$ cat src/rtl/ppg_pkg.sv
package ppg_pkg;
    localparam int MODE_W = 2;
    localparam logic [MODE_W-1:0] MODE_CLR_START = 2'b11;

    typedef enum logic {
        ST_IDLE = 1'b0,
        ST_RUN  = 1'b1
    } ppg_state_e;
endpackage

$ cat src/rtl/ppg_ctrl.sv
module ppg_ctrl
    import ppg_pkg::*;
(
    input  logic              clk,
    input  logic              rst,
    input  logic              run,
    input  logic [MODE_W-1:0] mode,
    output logic              run_st,
    output logic              stay_run
);
    ppg_state_e state_q, state_d;
    logic       go;

    assign go = run && (mode == MODE_CLR_START);

    always_ff @(posedge clk) begin
        if (rst) state_q <= ST_IDLE;
        else     state_q <= state_d;
    end

    always_comb begin
        state_d = state_q;
        unique case (state_q)
            ST_IDLE: if (go)  state_d = ST_RUN;
            ST_RUN:  if (!go) state_d = ST_IDLE;
            default: state_d = ST_IDLE;
        endcase
    end

    always_comb begin
        run_st   = (state_q == ST_RUN);
        stay_run = run_st && (state_d == ST_RUN);
    end
endmodule

$ cat src/rtl/ppg_counter.sv
module ppg_counter #(
    parameter int CNT_W = 16
) (
    input  logic             clk,
    input  logic             rst,
    input  logic             hold_zero,
    input  logic             cnt_en,
    input  logic             wrap,
    output logic [CNT_W-1:0] cnt
);
    always_ff @(posedge clk) begin
        if (rst || hold_zero)  cnt <= '0;
        else if (cnt_en) begin
            if (wrap) cnt <= '0;
            else      cnt <= cnt + CNT_W'(1);
        end
    end

    p_hold_r8: assert property (@(posedge clk) disable iff (rst)
        (!cnt_en && !hold_zero) |=> $stable(cnt));
endmodule

$ cat src/rtl/ppg_compare.sv
module ppg_compare #(
    parameter int CNT_W = 16
) (
    input  logic             clk,
    input  logic             rst,
    input  logic             per_we,
    input  logic [CNT_W-1:0] per_wdata,
    input  logic             wid_we,
    input  logic [CNT_W-1:0] wid_wdata,
    input  logic             reload,
    input  logic             run_st,
    input  logic             cnt_en,
    input  logic [CNT_W-1:0] cnt,
    output logic [CNT_W-1:0] per_act,
    output logic [CNT_W-1:0] wid_act,
    output logic             pulse,
    output logic             per_hit,
    output logic             wid_hit
);
    logic [CNT_W-1:0] per_buf, wid_buf;

    always_ff @(posedge clk) begin
        if (rst) begin
            per_buf <= '1;
            wid_buf <= '0;
            per_act <= '1;
            wid_act <= '0;
        end else begin
            if (per_we) per_buf <= per_wdata;
            if (wid_we) wid_buf <= wid_wdata;
            if (reload) begin
                per_act <= per_buf;
                wid_act <= wid_buf;
            end
        end
    end

    always_comb begin
        pulse   = run_st && (cnt <= wid_act);
        per_hit = run_st && cnt_en && (cnt == per_act);
        wid_hit = run_st && cnt_en && (cnt == wid_act);
    end
endmodule

$ cat src/rtl/ppg_timer.sv
module ppg_timer
    import ppg_pkg::*;
#(
    parameter int CNT_W = 16
) (
    input  logic              clk,
    input  logic              rst,
    input  logic              cnt_en,
    input  logic [MODE_W-1:0] mode,
    input  logic              run,
    input  logic              per_we,
    input  logic [CNT_W-1:0]  per_wdata,
    input  logic              wid_we,
    input  logic [CNT_W-1:0]  wid_wdata,
    output logic              pulse_o,
    output logic              per_irq_o,
    output logic              wid_irq_o
);
    logic             run_st, stay_run, per_hit, wid_hit, pulse, reload;
    logic [CNT_W-1:0] cnt, per_act, wid_act;

    assign reload = !stay_run || per_hit;

    ppg_ctrl u_ctrl (
        .clk      (clk),
        .rst      (rst),
        .run      (run),
        .mode     (mode),
        .run_st   (run_st),
        .stay_run (stay_run)
    );

    ppg_counter #(.CNT_W(CNT_W)) u_cnt (
        .clk       (clk),
        .rst       (rst),
        .hold_zero (!stay_run),
        .cnt_en    (cnt_en),
        .wrap      (per_hit),
        .cnt       (cnt)
    );

    ppg_compare #(.CNT_W(CNT_W)) u_cmp (
        .clk       (clk),
        .rst       (rst),
        .per_we    (per_we),
        .per_wdata (per_wdata),
        .wid_we    (wid_we),
        .wid_wdata (wid_wdata),
        .reload    (reload),
        .run_st    (run_st),
        .cnt_en    (cnt_en),
        .cnt       (cnt),
        .per_act   (per_act),
        .wid_act   (wid_act),
        .pulse     (pulse),
        .per_hit   (per_hit),
        .wid_hit   (wid_hit)
    );

    assign pulse_o   = pulse;
    assign per_irq_o = per_hit;
    assign wid_irq_o = wid_hit;

    p_idle_quiet_r1: assert property (@(posedge clk) disable iff (rst)
        !run_st |-> (cnt == '0 && !pulse_o && !per_irq_o && !wid_irq_o));

    p_wrap_r2: assert property (@(posedge clk) disable iff (rst)
        per_irq_o |=> (cnt == '0));

    p_full_duty_r4: assert property (@(posedge clk) disable iff (rst)
        (run_st && wid_act >= per_act) |-> pulse_o);

    p_wid_steady_r7: assert property (@(posedge clk) disable iff (rst)
        (stay_run && !per_irq_o) |=> $stable(wid_act) && $stable(per_act));

    p_cnt_bound_r9: assert property (@(posedge clk) disable iff (rst)
        run_st |-> (cnt <= per_act));
endmodule

$ cat config.mk
export PLATFORM = sky130hd
export DESIGN_NAME = ppg_timer
export DESIGN_NICKNAME = d
export VERILOG_FILES = /design/src/rtl/ppg_pkg.sv /design/src/rtl/ppg_ctrl.sv /design/src/rtl/ppg_counter.sv /design/src/rtl/ppg_compare.sv /design/src/rtl/ppg_timer.sv
export SDC_FILE = /design/constraint.sdc
export NUM_CORES = 1
export LEC_CHECK = 0
export CELL_PAD_IN_SITES_DETAIL_PLACEMENT = 0
export CELL_PAD_IN_SITES_GLOBAL_PLACEMENT = 1
export CORE_ASPECT_RATIO = 0.75
export CORE_MARGIN = 3
export CORE_UTILIZATION = 43
export CTS_CLUSTER_DIAMETER = 100
export DETAILED_ROUTE_END_ITERATION = 8
export GPL_TIMING_DRIVEN = 0
export PLACE_DENSITY_LB_ADDON = 0.3
export SETUP_SLACK_MARGIN = 0.3
export SYNTH_ARGS = -nofsm -noshare
export SYNTH_HDL_FRONTEND = slang
export SYNTH_SLANG_ARGS = --single-unit
$ cat constraint.sdc
create_clock -name clk -period 2.3 [get_ports clk]
set_input_delay 0.46 -clock clk [delete_from_list [all_inputs] [get_ports clk]]
set_output_delay 0.46 -clock clk [all_outputs]
set_load 0.02 [all_outputs]
== Word-level counts from Yosys, hierarchy flattened ==
Index checks and enable logic that the tools add are counted.
Storage, ports and cells
  register bits: 81
  bits of input ports: 40
  output and inout bits: 3
  logic and storage cells: 22
Cells by class
  add/sub/neg operators: 1
  order comparisons: 1
  equal/unequal tests: 3
  muxes and demuxes: 2
  reduce and logical (&&, ||, !) cells: 9
Operator list (count)
  == test 16 bit: 2
  adder 16 x 1 -> 16 bit, second input constant: 1
  less-or-equal comparator 16 bit: 1
  two-way mux 16 bit: 1
  logical AND 1 bit: 6
  == test 2 bit, second input constant: 1
  logical OR 1 bit: 2
  logical NOT 1 bit: 1
  two-way mux 1 bit: 1

== Depth between registers and ports, before layout ==
  depth in word-level cells: 6
  mapped depth: 7
  mapped depth without buffers: 7

== Hierarchy ==
From an unflattened synthesis, not the netlist that was laid out.
Second synthesis, totals
  cells, all modules: 382
  area total of the unflattened synthesis: 3712.3 µm²
By module, submodules not included
  ppg_compare: instances 1, cells an instance 289, area each 2876.5 µm², seq. area each 1281.2 µm²
  ppg_counter: instances 1, cells an instance 88, area each 787.0 µm², seq. area each 320.3 µm²
  ppg_ctrl: instances 1, cells an instance 3, area each 38.8 µm², seq. area each 20.0 µm²
  ppg_timer: instances 1, cells an instance 2, area each 10.0 µm², seq. area each 0.0 µm²

== Worst setup path before layout ==
OpenSTA, ideal clock, no wires.
  kind: reg-to-output
  start: reg u_cnt.cnt[1]
  end: out pulse_o
  arrival: 1.796 ns
  data required time: 1.840 ns
  slack: 0.044 ns
  stages on the path, launching flop included: 7
  path buffers: 0
  cell sequence: dfxtp_1 > ha_1 > nor2b_1 > o21a_1 > o21a_1 > o21a_1 > o31ai_1
Between the ends
  word-level cells in the longest chain between the ends: 2
RTL lines
  from (decl): line ppg_counter.sv:9  | output logic [CNT_W-1:0] cnt
  from (signal assigned): line ppg_counter.sv:15  | else cnt <= cnt + CNT_W'(1);
  less-or-equal comparator 16 bit: line ppg_compare.sv:39  | pulse = run_st && (cnt <= wid_act);
  logical AND 1 bit: line ppg_compare.sv:39
  to (decl): line ppg_timer.sv:15  | output logic pulse_o,
No other way between the ends.

== Worst setup path in the final report ==
  start: reg u_cmp.wid_act[1]
  end: out pulse_o
Between the ends
  word-level cells in the longest chain between the ends: 2
RTL lines
  from (decl): line ppg_compare.sv:15  | output logic [CNT_W-1:0] wid_act,
  from (signal assigned): line ppg_compare.sv:33  | wid_act <= wid_buf;
  less-or-equal comparator 16 bit: line ppg_compare.sv:39
  logical AND 1 bit: line ppg_compare.sv:39
No other way between the ends.

==> results <==
- The area of the core is approximately 0.0086 sq mm.
- The number of instances in the synthesized netlist is 403.
- The internal power of the cells is 2350 uW.
- The checks that failed: negative setup slack.
- In this run the deepest clock path goes through 2 buffers.
- The fraction of layout instances using a drive strength above 1 is about a quarter.
- The critical path arrival is approximately 2 ns.
- The proportion of power drawn by combinational gates is 9.7%.
- From left edge to right edge, the die measures 115 um.
- The run finished, with violations left.
- The total congestion overflow is 0.
- The final worst setup slack is -0.136 ns.
- The relative slew slack is ~50%.
- The detailed router finished its first iteration with 140 violations.
- The worst hold path was traced through 2 stages.
- The share of total power dissipated in the clock network is 41.7%.
- The number of endpoints failing setup at the final stage is 3.
- The actual slew at the worst max-slew pin is around 0.74 ns.
- The flip-flop cell with the highest count after synthesis is sky130_fd_sc_hd__dfxtp_1.
- The highest-delay cell along the critical path is sky130_fd_sc_hd__dfxtp_2.
- The number of I/O port buffers is 39.
- Once detail routing completed, the nets flagged for antenna violations numbered 0.
- The floorplan has 29 rows.
- The overall via count from detail_route is roughly 2900.
- The final-stage net count is 530.
- Dividing the detail-routed wire length by the instance count gives roughly 15 um.
- The final RePlAce weighted congestion is approximately 0.82.
- The final critical delay including setup and external delays is between 2 and 2.5 ns.
- The tool flagged a number of max-cap violations equal to 0.
- The net count of the mapped netlist is between 400 and 500.
- The final sum of negative setup slack is -0.255 ns.
- The H-tree was split into 3 levels.
- The height of the die is a little under 90 um.
- Dividing the detail-routed via count by the number of cells gives 4.99.
- The worst hold path terminates at u_cmp.wid_act[13].
- The share of async-settable or async-resettable flops after synthesis is 0%.
- The startpoint identified for the worst hold timing path is u_cmp.wid_buf[13].
- In this run the critical register-to-register path is captured at u_cmp.wid_act[14].
- The share of total power dissipated in sequential elements is around 49%.
- The cell area power density is a little under 600 mW/mm^2.
- The critical path launch point type is a flop.
- The worst reg-to-reg path cell count is 8.
- After synthesis, the mean cell area works out to roughly 9.5 sq um.
- The number of buffers added to fix hold violations after cts is 0.
- TritonCTS built the clock tree.
- Setup repair after global routing could not meet its margin everywhere.
- The setup path with the least slack is of type flop to output pin.
- The minimum setup slack among reg-to-reg paths is around 0.06 ns.
- Compared with the post-synthesis result, the final layout area differs by 35.0%.
- The length of the first detailed-routing pass in iterations is 5.
- The endpoint required time on the critical path is roughly 1.8 ns.
- The number of global-route vias before repair was between 2000 and 3000.
- Counting flops with a built-in enable in the synthesized netlist gives 0.
- The die footprint is between 0.01 and 0.015 sq mm.
- The cell area that synthesis handed to floorplanning was around 0.0038 sq mm.
- The count of endpoints failing hold in the final timing report is 0.
- The number of warning messages in the yosys log is 0.
- The initial antenna violation count is 0.
- The share of the Yosys chip area taken by registers is between 40 and 50%.
- Based on the critical path, the design can be clocked at up to between 0.4 and 0.5 GHz.
- For this configuration, the core starts out at a cell density of 44.7%.
- The switching share of power is 23.7%.
- The wire-length estimate of the detail-placed layout is 6.24 mm.
- The startpoint identified for the worst register-to-register timing path is u_cnt.cnt[4].
- The clock reaches the later pin of the worst-skew pair after 0.34 ns.
- The number of buffers inserted during clock tree synthesis is 9.
- Traced cell by cell, the critical path runs through inv_2, ha_4, nor2b_1, o21a_1, o21a_1, o21a_1, o31ai_4, buf_6.
- Cells fill 60.4% of the core in the end.
- The total of flip-flops plus latches after synthesis is 81.
- The type of the most critical hold path is flop to flop.
- During I/O placement, the number of pins put on the boundary was between 40 and 50.
- The final worst clock skew is ~0.0044 ns.
- The analysis attributes to cell leakage a power of 0.00192 uW.
- Global routing used between 10% and 20% of the available tracks.
- The part of the cycle the worst path needs is 106%.
- For this run, design rule violations remaining after detail routing come to 0.
- The top fanout value on the critical path is 2.
- The final max-slew violation count was 0.
- In this run the clock root is driven by a sky130_fd_sc_hd__clkbuf_16.
- STA classifies the critical path endpoint as an output pin.
- Clock tree synthesis found a total of about 80 sinks.
- The number of different library cells used by synthesis comes to 35.
- The global-route wire length before repair is roughly 15 mm.
- Counting stages on the worst path, the most repeated cell is sky130_fd_sc_hd__o21a_1.
- Entering global routing, the biggest net connects 14 pins.
- The net switching power is about 730 uW.
- The number of antenna cells inserted is 0.
- Summed over all layers, the routed wires come to ~9 mm.
- After clock tree synthesis, the clock-pin slew on the worst setup and hold paths is around 0.06 ns.
- The highest cell delay on the worst timing path is 0.33 ns.
- Across the VDD grid, the largest voltage drop is roughly 0.46 mV.
[worst max-delay path, delay by kind of cell, from the launching register on]
| family | cells | cell delay [ns] |
|---|---|---|
| compound gates | 4 | 0.76 |
| flops | 1 | 0.33 |
| fa+ha+maj | 1 | 0.22 |
| buf+inv | 2 | 0.20 |
| simple gates | 1 | 0.12 |
[layout make-up]
type / count / area [sq um]
Buffer: 22 / 148
Clock buffer: 9 / 225
Clock inverter: 7 / 37.5
Fill cell: 783 / 3390
Inverter: 17 / 63.8
Multi-Input combinational cell: 283 / 2240
Sequential cell: 81 / 1670
Tap cell: 108 / 135
Timing Repair Buffer: 59 / 649
[Yosys cell counts, types with 2 or more instances]
master / instances / share of area [%]
sky130_fd_sc_hd__nand2_1: 6 / 0.59
sky130_fd_sc_hd__buf_12: 3 / 1.6
sky130_fd_sc_hd__nor2_1: 72 / 7.1
sky130_fd_sc_hd__a211o_1: 16 / 3.7
sky130_fd_sc_hd__xor2_1: 10 / 2.3
sky130_fd_sc_hd__nor2b_1: 18 / 2.9
sky130_fd_sc_hd__inv_1: 17 / 1.7
sky130_fd_sc_hd__xnor2_1: 21 / 4.8
sky130_fd_sc_hd__o21a_1: 3 / 0.59
sky130_fd_sc_hd__a21oi_1: 3 / 0.39
sky130_fd_sc_hd__nand4_1: 11 / 1.8
sky130_fd_sc_hd__and4_2: 2 / 0.52
sky130_fd_sc_hd__mux2i_1: 49 / 13
sky130_fd_sc_hd__ha_1: 17 / 5.6
sky130_fd_sc_hd__nand2b_1: 32 / 5.2
sky130_fd_sc_hd__a21o_1: 4 / 0.78
sky130_fd_sc_hd__clkbuf_1: 15 / 1.5
sky130_fd_sc_hd__dfxtp_1: 81 / 42
sky130_fd_sc_hd__nand3_1: 7 / 0.91
[how the worst max path moves through the flow]
stage,to,from,cells past startpoint
after floorplan,pulse_o,u_cnt.cnt[1],6
after global placement,pulse_o,u_cnt.cnt[14],7
after detailed placement,pulse_o,u_cnt.cnt[14],7
after CTS,pulse_o,u_cmp.wid_act[1],8
after global routing,pulse_o,u_cmp.wid_act[12],9
final,pulse_o,u_cmp.wid_act[1],8
[layout by cell type, fill, tap and decap left out, drive strengths merged, types with 18 or more instances in the layout]
| master | n |
|---|---|
| clkbuf | 24 |
| xnor2 | 21 |
| nand2b | 32 |
| nor2b | 18 |
| clkdlybuf4s50 | 36 |
| dfxtp | 81 |
| buf | 27 |
| nor2 | 72 |
| mux2i | 49 |
[repair_timing]
action / in CTS / in global routing
setup buffers: 11 / 5
setup endpoints to repair: 49 / 51
gates resized for setup: 66 / 40
gates cloned: 4 / 0
pin swaps: 14 / 6
[layer usage]
metal	vias up	share of wire (%)	GRT usage [%]
met5	-	0	0
met1	1383	51	26.8
met2	37	45	28.3
li1	1495	-	-
met3	11	3.4	4.35
met4	0	1.1	6.29
[through the flow]
| stage | hold slack [ns] | instance area, sq um | cells | power (uW) | worst slack (ns) |
|---|---|---|---|---|---|
| after floorplan | 0.448 | 3860 | 403 | 1690 | 0.280 |
| after global placement | 0.459 | 4380 | 550 | 1800 | -0.416 |
| after detailed placement | 0.465 | 4380 | 550 | 1810 | -0.428 |
| after CTS | 0.468 | 4980 | 581 | 3100 | -0.205 |
| after global routing | 0.477 | 5170 | 586 | 3210 | -0.238 |
| final | 0.464 | 5170 | 586 | 3080 | -0.136 |
[logic make-up (layout without fill, tap and decap cells)]
| family | Yosys count | in the layout | share of synthesized area (%) |
|---|---|---|---|
| flip-flops | 81 | 81 | 42.4 |
| AND/OR/NAND/NOR | 155 | 155 | 20.5 |
| multiplexers | 49 | 49 | 12.8 |
| AO/OA/AOI/OAI | 31 | 31 | 6.31 |
| XOR/XNOR | 31 | 31 | 7.09 |
| buffers and inverters | 39 | 114 | 5.42 |
| adder cells (fa/ha/maj) | 17 | 17 | 5.56 |
[power groups by stage]
stage / Clock, uW / Combinational, uW / Sequential (uW)
3_5_place_dp: 0 / 274 / 1530
4_1_cts: 1310 / 286 / 1500
3_3_place_gp: 0 / 269 / 1530
5_1_grt: 1370 / 333 / 1500
2_1_floorplan: 0 / 173 / 1520
6_report: 1280 / 300 / 1500
[flip-flops by register name (all words and copies together), names as in the netlist]
name           count
u_cmp.per_act     16
u_cmp.wid_buf     16
u_cmp.wid_act     16
u_cmp.per_buf     16
u_ctrl.run_st      1
u_cnt.cnt         16
(Power assumes the default switching activity.)
